### src/rtl/sio_cfg_pkg.sv
package sio_cfg_pkg;
    localparam int IO_W     = 16;
    localparam int IRQ_W    = 4;
    localparam int NUM_UART = 2;
    localparam int STRAP_W  = 5;
    localparam logic [7:0] ID_BYTE = 8'h88;

    typedef enum logic [1:0] {ID_MAGIC, ID_ZERO, ID_ECHO} id_state_e;

    typedef struct packed {
        logic [7:0] fen;
        logic [7:0] fad;
        logic [7:0] pwr;
    } cfg_regs_t;

    function automatic cfg_regs_t strap_defaults(input logic [STRAP_W-1:0] s);
        cfg_regs_t r;
        if (s <= 5'd5)       r.fen = 8'h4F;
        else if (s <= 5'd11) r.fen = 8'h4B;
        else if (s <= 5'd15) r.fen = 8'h0F;
        else if (s <= 5'd19) r.fen = 8'h49;
        else if (s <= 5'd23) r.fen = 8'h07;
        else if (s <= 5'd29) r.fen = 8'h47;
        else if (s == 5'd30) r.fen = 8'h08;
        else                 r.fen = 8'h00;
        unique case (s)
            5'd3, 5'd14, 5'd22, 5'd27:               r.fad = 8'h39;
            5'd4, 5'd15, 5'd23, 5'd28:               r.fad = 8'h24;
            5'd5, 5'd29:                             r.fad = 8'h38;
            5'd6, 5'd16, 5'd19:                      r.fad = 8'h00;
            5'd7, 5'd8, 5'd17, 5'd18:                r.fad = 8'h01;
            5'd9:                                    r.fad = 8'h09;
            5'd10, 5'd11:                            r.fad = 8'h08;
            5'd1, 5'd2, 5'd13, 5'd21, 5'd25, 5'd26:  r.fad = 8'h11;
            default:                                 r.fad = 8'h10;
        endcase
        r.pwr = (s == 5'd31) ? 8'h02 : 8'h00;
        return r;
    endfunction

    function automatic logic [IO_W-1:0] uart_base_of(input logic [1:0] code,
                                                     input logic [1:0] sel);
        logic [IO_W-1:0] b;
        unique case (code)
            2'd0: b = 16'h03F8;
            2'd1: b = 16'h02F8;
            2'd2: begin
                unique case (sel)
                    2'd0: b = 16'h03E8;
                    2'd1: b = 16'h0338;
                    2'd2: b = 16'h02E8;
                    default: b = 16'h0220;
                endcase
            end
            default: begin
                unique case (sel)
                    2'd0: b = 16'h02E8;
                    2'd1: b = 16'h0238;
                    2'd2: b = 16'h02E0;
                    default: b = 16'h0228;
                endcase
            end
        endcase
        return b;
    endfunction
endpackage

### src/rtl/sio_id_fsm.sv
module sio_id_fsm
    import sio_cfg_pkg::*;
(
    input  logic       clk,
    input  logic       rst,
    input  logic       idx_rd,
    input  logic       idx_wr,
    input  logic [7:0] sel_idx,
    output logic [7:0] id_rdata
);
    id_state_e state_q, state_d;

    always_ff @(posedge clk) begin
        if (rst) state_q <= ID_MAGIC;
        else     state_q <= state_d;
    end

    always_comb begin
        state_d = state_q;
        if (idx_wr) begin
            state_d = ID_ECHO;
        end else if (idx_rd) begin
            unique case (state_q)
                ID_MAGIC: state_d = ID_ZERO;
                ID_ZERO:  state_d = ID_ECHO;
                default:  state_d = ID_ECHO;
            endcase
        end
    end

    always_comb begin
        unique case (state_q)
            ID_MAGIC: id_rdata = ID_BYTE;
            ID_ZERO:  id_rdata = 8'h00;
            default:  id_rdata = sel_idx;
        endcase
    end
endmodule

### src/rtl/sio_cfg_regs.sv
module sio_cfg_regs
    import sio_cfg_pkg::*;
(
    input  logic               clk,
    input  logic               rst,
    input  logic [STRAP_W-1:0] strap,
    input  logic               idx_wr,
    input  logic               dat_wr,
    input  logic [7:0]         wdata,
    output logic [7:0]         sel_idx,
    output cfg_regs_t          cfg,
    output logic [7:0]         dat_rdata
);
    localparam int LOCK_BIT = 6;
    logic locked;
    assign locked = cfg.pwr[LOCK_BIT];

    always_ff @(posedge clk) begin
        if (rst) begin
            sel_idx <= 8'h00;
            cfg     <= strap_defaults(strap);
        end else begin
            if (idx_wr) sel_idx <= wdata;
            if (dat_wr && !locked) begin
                unique case (sel_idx)
                    8'd0: cfg.fen <= wdata;
                    8'd1: cfg.fad <= wdata;
                    8'd2: cfg.pwr <= wdata;
                    default: ;
                endcase
            end
        end
    end

    always_comb begin
        unique case (sel_idx)
            8'd0: dat_rdata = cfg.fen;
            8'd1: dat_rdata = cfg.fad;
            8'd2: dat_rdata = cfg.pwr;
            default: dat_rdata = 8'h00;
        endcase
    end
endmodule

### src/rtl/sio_cfg_decode.sv
module sio_cfg_decode
    import sio_cfg_pkg::*;
(
    input  logic                           clk,
    input  logic                           rst,
    input  cfg_regs_t                      cfg,
    output logic                           par_en,
    output logic [IO_W-1:0]                par_base,
    output logic [IRQ_W-1:0]               par_irq,
    output logic [NUM_UART-1:0]            uart_en,
    output logic [NUM_UART-1:0][IO_W-1:0]  uart_base,
    output logic [NUM_UART-1:0][IRQ_W-1:0] uart_irq,
    output logic                           fdc_en,
    output logic [IO_W-1:0]                fdc_base,
    output logic [IRQ_W-1:0]               fdc_irq,
    output logic                           ide_en,
    output logic [IO_W-1:0]                ide_base,
    output logic [IO_W-1:0]                ide_base2,
    output logic [IRQ_W-1:0]               ide_irq
);
    localparam logic [IO_W-1:0] IDE_ALT_OFS = 16'h0206;
    logic [IO_W-1:0]  par_base_d, ide_base_d;
    logic [IRQ_W-1:0] par_irq_d;

    always_comb begin
        unique case (cfg.fad[1:0])
            2'd0: begin par_base_d = 16'h0378; par_irq_d = cfg.pwr[3] ? 4'd7 : 4'd5; end
            2'd1: begin par_base_d = 16'h03BC; par_irq_d = 4'd7; end
            2'd2: begin par_base_d = 16'h0278; par_irq_d = 4'd5; end
            default: begin par_base_d = '0; par_irq_d = '0; end
        endcase
        ide_base_d = cfg.fen[7] ? 16'h0170 : 16'h01F0;
    end

    always_ff @(posedge clk) begin
        if (rst) begin
            par_en <= 1'b0; par_base <= '0; par_irq <= '0;
            fdc_en <= 1'b0; fdc_base <= '0; fdc_irq <= '0;
            ide_en <= 1'b0; ide_base <= '0; ide_base2 <= '0; ide_irq <= '0;
        end else begin
            par_en    <= cfg.fen[0];
            par_base  <= par_base_d;
            par_irq   <= par_irq_d;
            fdc_en    <= cfg.fen[3];
            fdc_base  <= cfg.fen[5] ? 16'h0370 : 16'h03F0;
            fdc_irq   <= 4'd6;
            ide_en    <= cfg.fen[6];
            ide_base  <= ide_base_d;
            ide_base2 <= ide_base_d + IDE_ALT_OFS;
            ide_irq   <= 4'd14;
        end
    end

    for (genvar n = 0; n < NUM_UART; n++) begin : g_uart
        logic [1:0] code;
        assign code = cfg.fad[2*n+3 -: 2];
        always_ff @(posedge clk) begin
            if (rst) begin
                uart_en[n]   <= 1'b0;
                uart_base[n] <= '0;
                uart_irq[n]  <= '0;
            end else begin
                uart_en[n]   <= cfg.fen[n+1];
                uart_base[n] <= uart_base_of(code, cfg.fad[7:6]);
                uart_irq[n]  <= code[0] ? 4'd3 : 4'd4;
            end
        end
    end
endmodule

### src/rtl/sio_cfg_port.sv
module sio_cfg_port
    import sio_cfg_pkg::*;
#(
    parameter int              ADDR_W    = 16,
    parameter logic [15:0]     PORT_BASE = 16'h0398
) (
    input  logic                           clk,
    input  logic                           rst,
    input  logic [STRAP_W-1:0]             strap,
    input  logic [ADDR_W-1:0]              addr,
    input  logic                           rd_en,
    input  logic                           wr_en,
    input  logic [7:0]                     wdata,
    output logic [7:0]                     rdata,
    output logic                           par_en,
    output logic [IO_W-1:0]                par_base,
    output logic [IRQ_W-1:0]               par_irq,
    output logic [NUM_UART-1:0]            uart_en,
    output logic [NUM_UART-1:0][IO_W-1:0]  uart_base,
    output logic [NUM_UART-1:0][IRQ_W-1:0] uart_irq,
    output logic                           fdc_en,
    output logic [IO_W-1:0]                fdc_base,
    output logic [IRQ_W-1:0]               fdc_irq,
    output logic                           ide_en,
    output logic [IO_W-1:0]                ide_base,
    output logic [IO_W-1:0]                ide_base2,
    output logic [IRQ_W-1:0]               ide_irq
);
    localparam logic [ADDR_W-1:0] BASE_A = PORT_BASE[ADDR_W-1:0];

    logic       hit, idx_rd, idx_wr, dat_wr;
    logic [7:0] sel_idx, id_rdata, dat_rdata;
    cfg_regs_t  cfg;

    assign hit    = (addr[ADDR_W-1:1] == BASE_A[ADDR_W-1:1]);
    assign idx_rd = rd_en && hit && !addr[0];
    assign idx_wr = wr_en && hit && !addr[0];
    assign dat_wr = wr_en && hit &&  addr[0];

    sio_id_fsm u_id (
        .clk(clk), .rst(rst), .idx_rd(idx_rd), .idx_wr(idx_wr),
        .sel_idx(sel_idx), .id_rdata(id_rdata)
    );

    sio_cfg_regs u_regs (
        .clk(clk), .rst(rst), .strap(strap), .idx_wr(idx_wr), .dat_wr(dat_wr),
        .wdata(wdata), .sel_idx(sel_idx), .cfg(cfg), .dat_rdata(dat_rdata)
    );

    sio_cfg_decode u_dec (
        .clk(clk), .rst(rst), .cfg(cfg),
        .par_en(par_en), .par_base(par_base), .par_irq(par_irq),
        .uart_en(uart_en), .uart_base(uart_base), .uart_irq(uart_irq),
        .fdc_en(fdc_en), .fdc_base(fdc_base), .fdc_irq(fdc_irq),
        .ide_en(ide_en), .ide_base(ide_base), .ide_base2(ide_base2), .ide_irq(ide_irq)
    );

    always_comb begin
        if (rd_en && hit) rdata = addr[0] ? dat_rdata : id_rdata;
        else              rdata = 8'h00;
    end
endmodule

### config.mk
export PLATFORM = sky130hd
export DESIGN_NAME = sio_cfg_port
export DESIGN_NICKNAME = d
export VERILOG_FILES = /design/src/rtl/sio_cfg_pkg.sv /design/src/rtl/sio_id_fsm.sv /design/src/rtl/sio_cfg_regs.sv /design/src/rtl/sio_cfg_decode.sv /design/src/rtl/sio_cfg_port.sv
export SDC_FILE = /design/constraint.sdc
export NUM_CORES = 1
export LEC_CHECK = 0
export BUFFER_PORTS_ARGS = -buffer_cell sky130_fd_sc_hd__buf_2
export CAP_MARGIN = 10
export CORE_MARGIN = 2
export CORE_UTILIZATION = 40
export CTS_BUF_LIST = sky130_fd_sc_hd__clkbuf_4 sky130_fd_sc_hd__clkbuf_8
export DETAILED_ROUTE_END_ITERATION = 8
export GPL_ROUTABILITY_DRIVEN = 0
export PLACE_DENSITY_LB_ADDON = 0.05
export SYNTH_ARGS = -nofsm -noshare
export SYNTH_HDL_FRONTEND = slang
export SYNTH_HIERARCHICAL = 1
export SYNTH_SLANG_ARGS = --single-unit
### constraint.sdc
create_clock -name clk -period 2.1 [get_ports clk]
set_input_delay 0.21 -clock clk [delete_from_list [all_inputs] [get_ports clk]]
set_output_delay 0.21 -clock clk [all_outputs]
set_load 0.03 [all_outputs]
==> flow_summary.toml <==
[die]
die_w_um = 98.7
ioPinCount = 162
rows = 34
start_util = 0.411
die_h_um = 98.7
core-area_um2 = 8720
die_area_um2 = 9730

[critical_path]
max_stage_delay_ns = 0.52
crit_path_end_kind = "register"
cpLargestDelayFamily = "simple AND/OR/NAND/NOR gates"
start_kind = "register"
cp-endpoint = "u_regs/cfg[23]$_SDFFCE_PP0P_"
r2r-start = "u_regs/sel_idx[7]$_SDFFE_PP0P_"
crit_chain = "nor4_4 -> nand2_2 -> buf_4 -> or4b_4 -> o21bai_2 -> buf_12"
crit_fanout = 8
r2r-end = "u_regs/cfg[23]$_SDFFCE_PP0P_"
crit_start = "u_regs/sel_idx[7]$_SDFFE_PP0P_"
required_ns = 2.14
reg2regPathDepth = 6
cp_num_buf_inv = 2
cpMaxStageDelayCell = "or4b_4"
path_depth = 6
crit_type = "register to register"
cp.arrival_ns = 2.06
ff2ff_setup_slack_ns = 0.09

[clock_tree]
cts_hold_buf = 0
path_clk_slew_ns = 0.07
cts_buffer_depth = 2
cts-htree-levels = 3
cts_buffers = 9
cts_root_buffer = "clkbuf_8"
clk_latency_ns = 0.33
cts_sinks = 60
cts_tree = "built"

[routing]
num_vias = 2517
wl_per_cell_um = 13.1
drtPass1Iterations = 4
wirelength_mm = 7.44
drcViolationCount = 0
vias_per_cell = 4.42
drtAntennaViolNets = 0
drtIter0Drc = 128

[global_routing]
antenna_found_initial = 0
grt_start_max_net_pins = 21
grt_pass1_vias = 2249
gr-total-overflow = 0
grt_usage = 0.149
grt_pass1_wl_mm = 11.3

[layout]
syn2layout_area_growth_pct = 11.3
nFillCells = 879
final_common_cell = "buf_2"
final_cell_area_um2 = 3990
seq_area_um2 = 1450
antenna_cells = 0
stdcell_count = 569
layout-drive-gt1-share = 0.317
nets = 495
multi_input_area_um2 = 1550
layout_common_cells = "99 x buf_2, 61 x conb_1, 49 x nor2_1"

[synthesis]
synthMuxAreaShare = 0.0698
yosys.area.top_type = "dfxtp_1"
syn_area_um2 = 3580
syn_area_per_cell_um2 = 9.41
seq_area_frac_synth = 0.402
synth_area_leaders = "dfxtp_1 20%, edfxtp_1 20%, buf_4 20%, mux2i_1 7.0%, nor2_1 5.1%"
yosysUniqueCellTypes = 57
ys_ff_latch = 60
async_flop_share = 0
yosysWarnings = 6
synth_top_family_by_area = "buffers and inverters"
synth_compound_area_frac = 0.0873
synth_xor_area_frac = 0.0147
synth_cells = 381
synth_flop_cell = "dfxtp_1"
yosysTopAreaCellShare = 0.201
synth_edf_count = 24
yosys.area_share.adder = 0.0209
synth-simple-area-share = 0.174

[timing]
fmax_mhz = 497
fin_worst_skew_ns = 0.0106
period_share = 0.959
hold_viol = 0
slew_viol_final = 0
setup_violations = 0
period_needed_ns = 2.01

[placement]
dp_cells = 552
dpl.hpwl_mm = 5.90
placed_cell_area_um2 = 3770
io_buffers = 100

[pwr]
power_per_cell_area_nw_per_um2 = 734
p_leak_nw = 1.86
ir_drop_v = 0.000246

[run_status]
outcome = "complete, no violations"

[run]
maxCapViolations = 0

[min_path]
hp-class = "input port to register"
stage by stage:
step                setup WS (ns)  power, mW  hold slack [ns]   util   TNS, ns
floorplan                 0.00988       1.98            0.275      -         0
global placement         -0.00240       2.02            0.454  0.433   -0.0181
detailed placement        0.00415       2.02            0.459  0.433         0
CTS                        0.0478       2.97            0.114  0.454         0
global route             -0.00650       3.07            0.133  0.458  -0.00650
finish                     0.0870       2.93            0.130  0.458         0
synthesized netlist by cell type, types with 2 or more instances:
cell type and n:
nor2_1 49, nand4_1 2, nand2b_1 4, a41oi_1 2, a31oi_1 2, ha_1 6
xor2_1 3, o21ai_1 5, edfxtp_1 24, nand4b_1 2, a21oi_1 19, xnor2_1 3
o21bai_2 2, mux2i_1 25, clkbuf_1 8, inv_1 10, buf_2 5, o31ai_1 2
nand3b_1 2, buf_4 95, nand2_1 12, nor3_1 4, and2_1 7, a211oi_1 2
o21ai_0 4, nor2b_1 15, dfxtp_1 36, a211oi_2 2
sequential cells by signal, summed over array words and instances, names as in the netlist:
| register | cells |
|---|---|
| u_dec/par_irq | 2 |
| u_dec/fdc_irq | 1 |
| u_dec/uart_base | 9 |
| u_dec/fdc_base | 1 |
| u_dec/par_en | 1 |
| u_dec/uart_en | 2 |
| u_regs/sel_idx | 8 |
| u_dec/uart_irq | 4 |
| u_dec/fdc_en | 1 |
| u_id/state_q | 2 |
| u_dec/par_base | 3 |
| u_regs/cfg | 24 |
| u_dec/ide_base | 1 |
| u_dec/ide_en | 1 |
power by group:
part | internal (mW) | switching [mW] | leakage [nW]
clock | 0.519 | 0.421 | 0.0965
sequential | 1.30 | 0.0528 | 0.533
combinational | 0.165 | 0.473 | 1.23
total | 1.98 | 0.947 | 1.86
timing repair:
| action | in CTS | in global routing |
|---|---|---|
| endpoints found under the setup margin | 8 | 3 |
| setup buffers | 0 | 1 |
| pin swaps | 0 | 3 |
| resized for setup | 1 | 7 |
cell families (layout without fill, tap and decap cells):
| group | after synthesis | in the layout |
|---|---|---|
| buf+inv | 121 | 141 |
| simple gates | 114 | 114 |
| flops | 60 | 60 |
| compound gates | 48 | 48 |
| mux | 25 | 25 |
| fa+ha+maj | 6 | 6 |
| xor+xnor | 6 | 6 |
| other cells | 1 | 61 |
cell type report:
type / count / share of cell area
multi-input cells: 260 / 0.389
well taps: 108 / 0.0339
inverters: 11 / 0.0103
clock inverters: 3 / 0.00533
clock buffers: 13 / 0.0417
flip-flops and latches: 60 / 0.363
repair buffers: 114 / 0.156
how the worst min path moves through the flow:
stage | from | endpoint | slack (ns) | cells past startpoint
after floorplan | rst | u_id/state_q[0]$_SDFFE_PP0P_ | 0.27 | 1
after global placement | u_regs/cfg[23]$_SDFFCE_PP0P_ | u_dec/ide_base[7]$_SDFF_PP0_ | 0.45 | 1
after detailed placement | u_regs/cfg[23]$_SDFFCE_PP0P_ | u_dec/ide_base[7]$_SDFF_PP0_ | 0.46 | 1
after CTS | wdata[4] | u_regs/sel_idx[4]$_SDFFE_PP0P_ | 0.11 | 3
after global routing | wdata[6] | u_regs/sel_idx[6]$_SDFFE_PP0P_ | 0.13 | 3
final | wdata[4] | u_regs/sel_idx[4]$_SDFFE_PP0P_ | 0.13 | 3
worst reg2reg max path, cell delays in order (launching register included):
cell	delay, ns
dfxtp_2	0.35
nor4_4	0.28
nand2_2	0.09
buf_4	0.14
or4b_4	0.52
o21bai_2	0.18
buf_12	0.15
layer usage:
metal	part of all wire	vias to the layer above	track usage
met5	0	-	0
met1	0.44	1157	0.187
met4	0.010	0	0.0506
met2	0.50	77	0.252
li1	-	1276	-
met3	0.048	7	0.0362
Note: power is estimated with default switching activity, not from simulation.
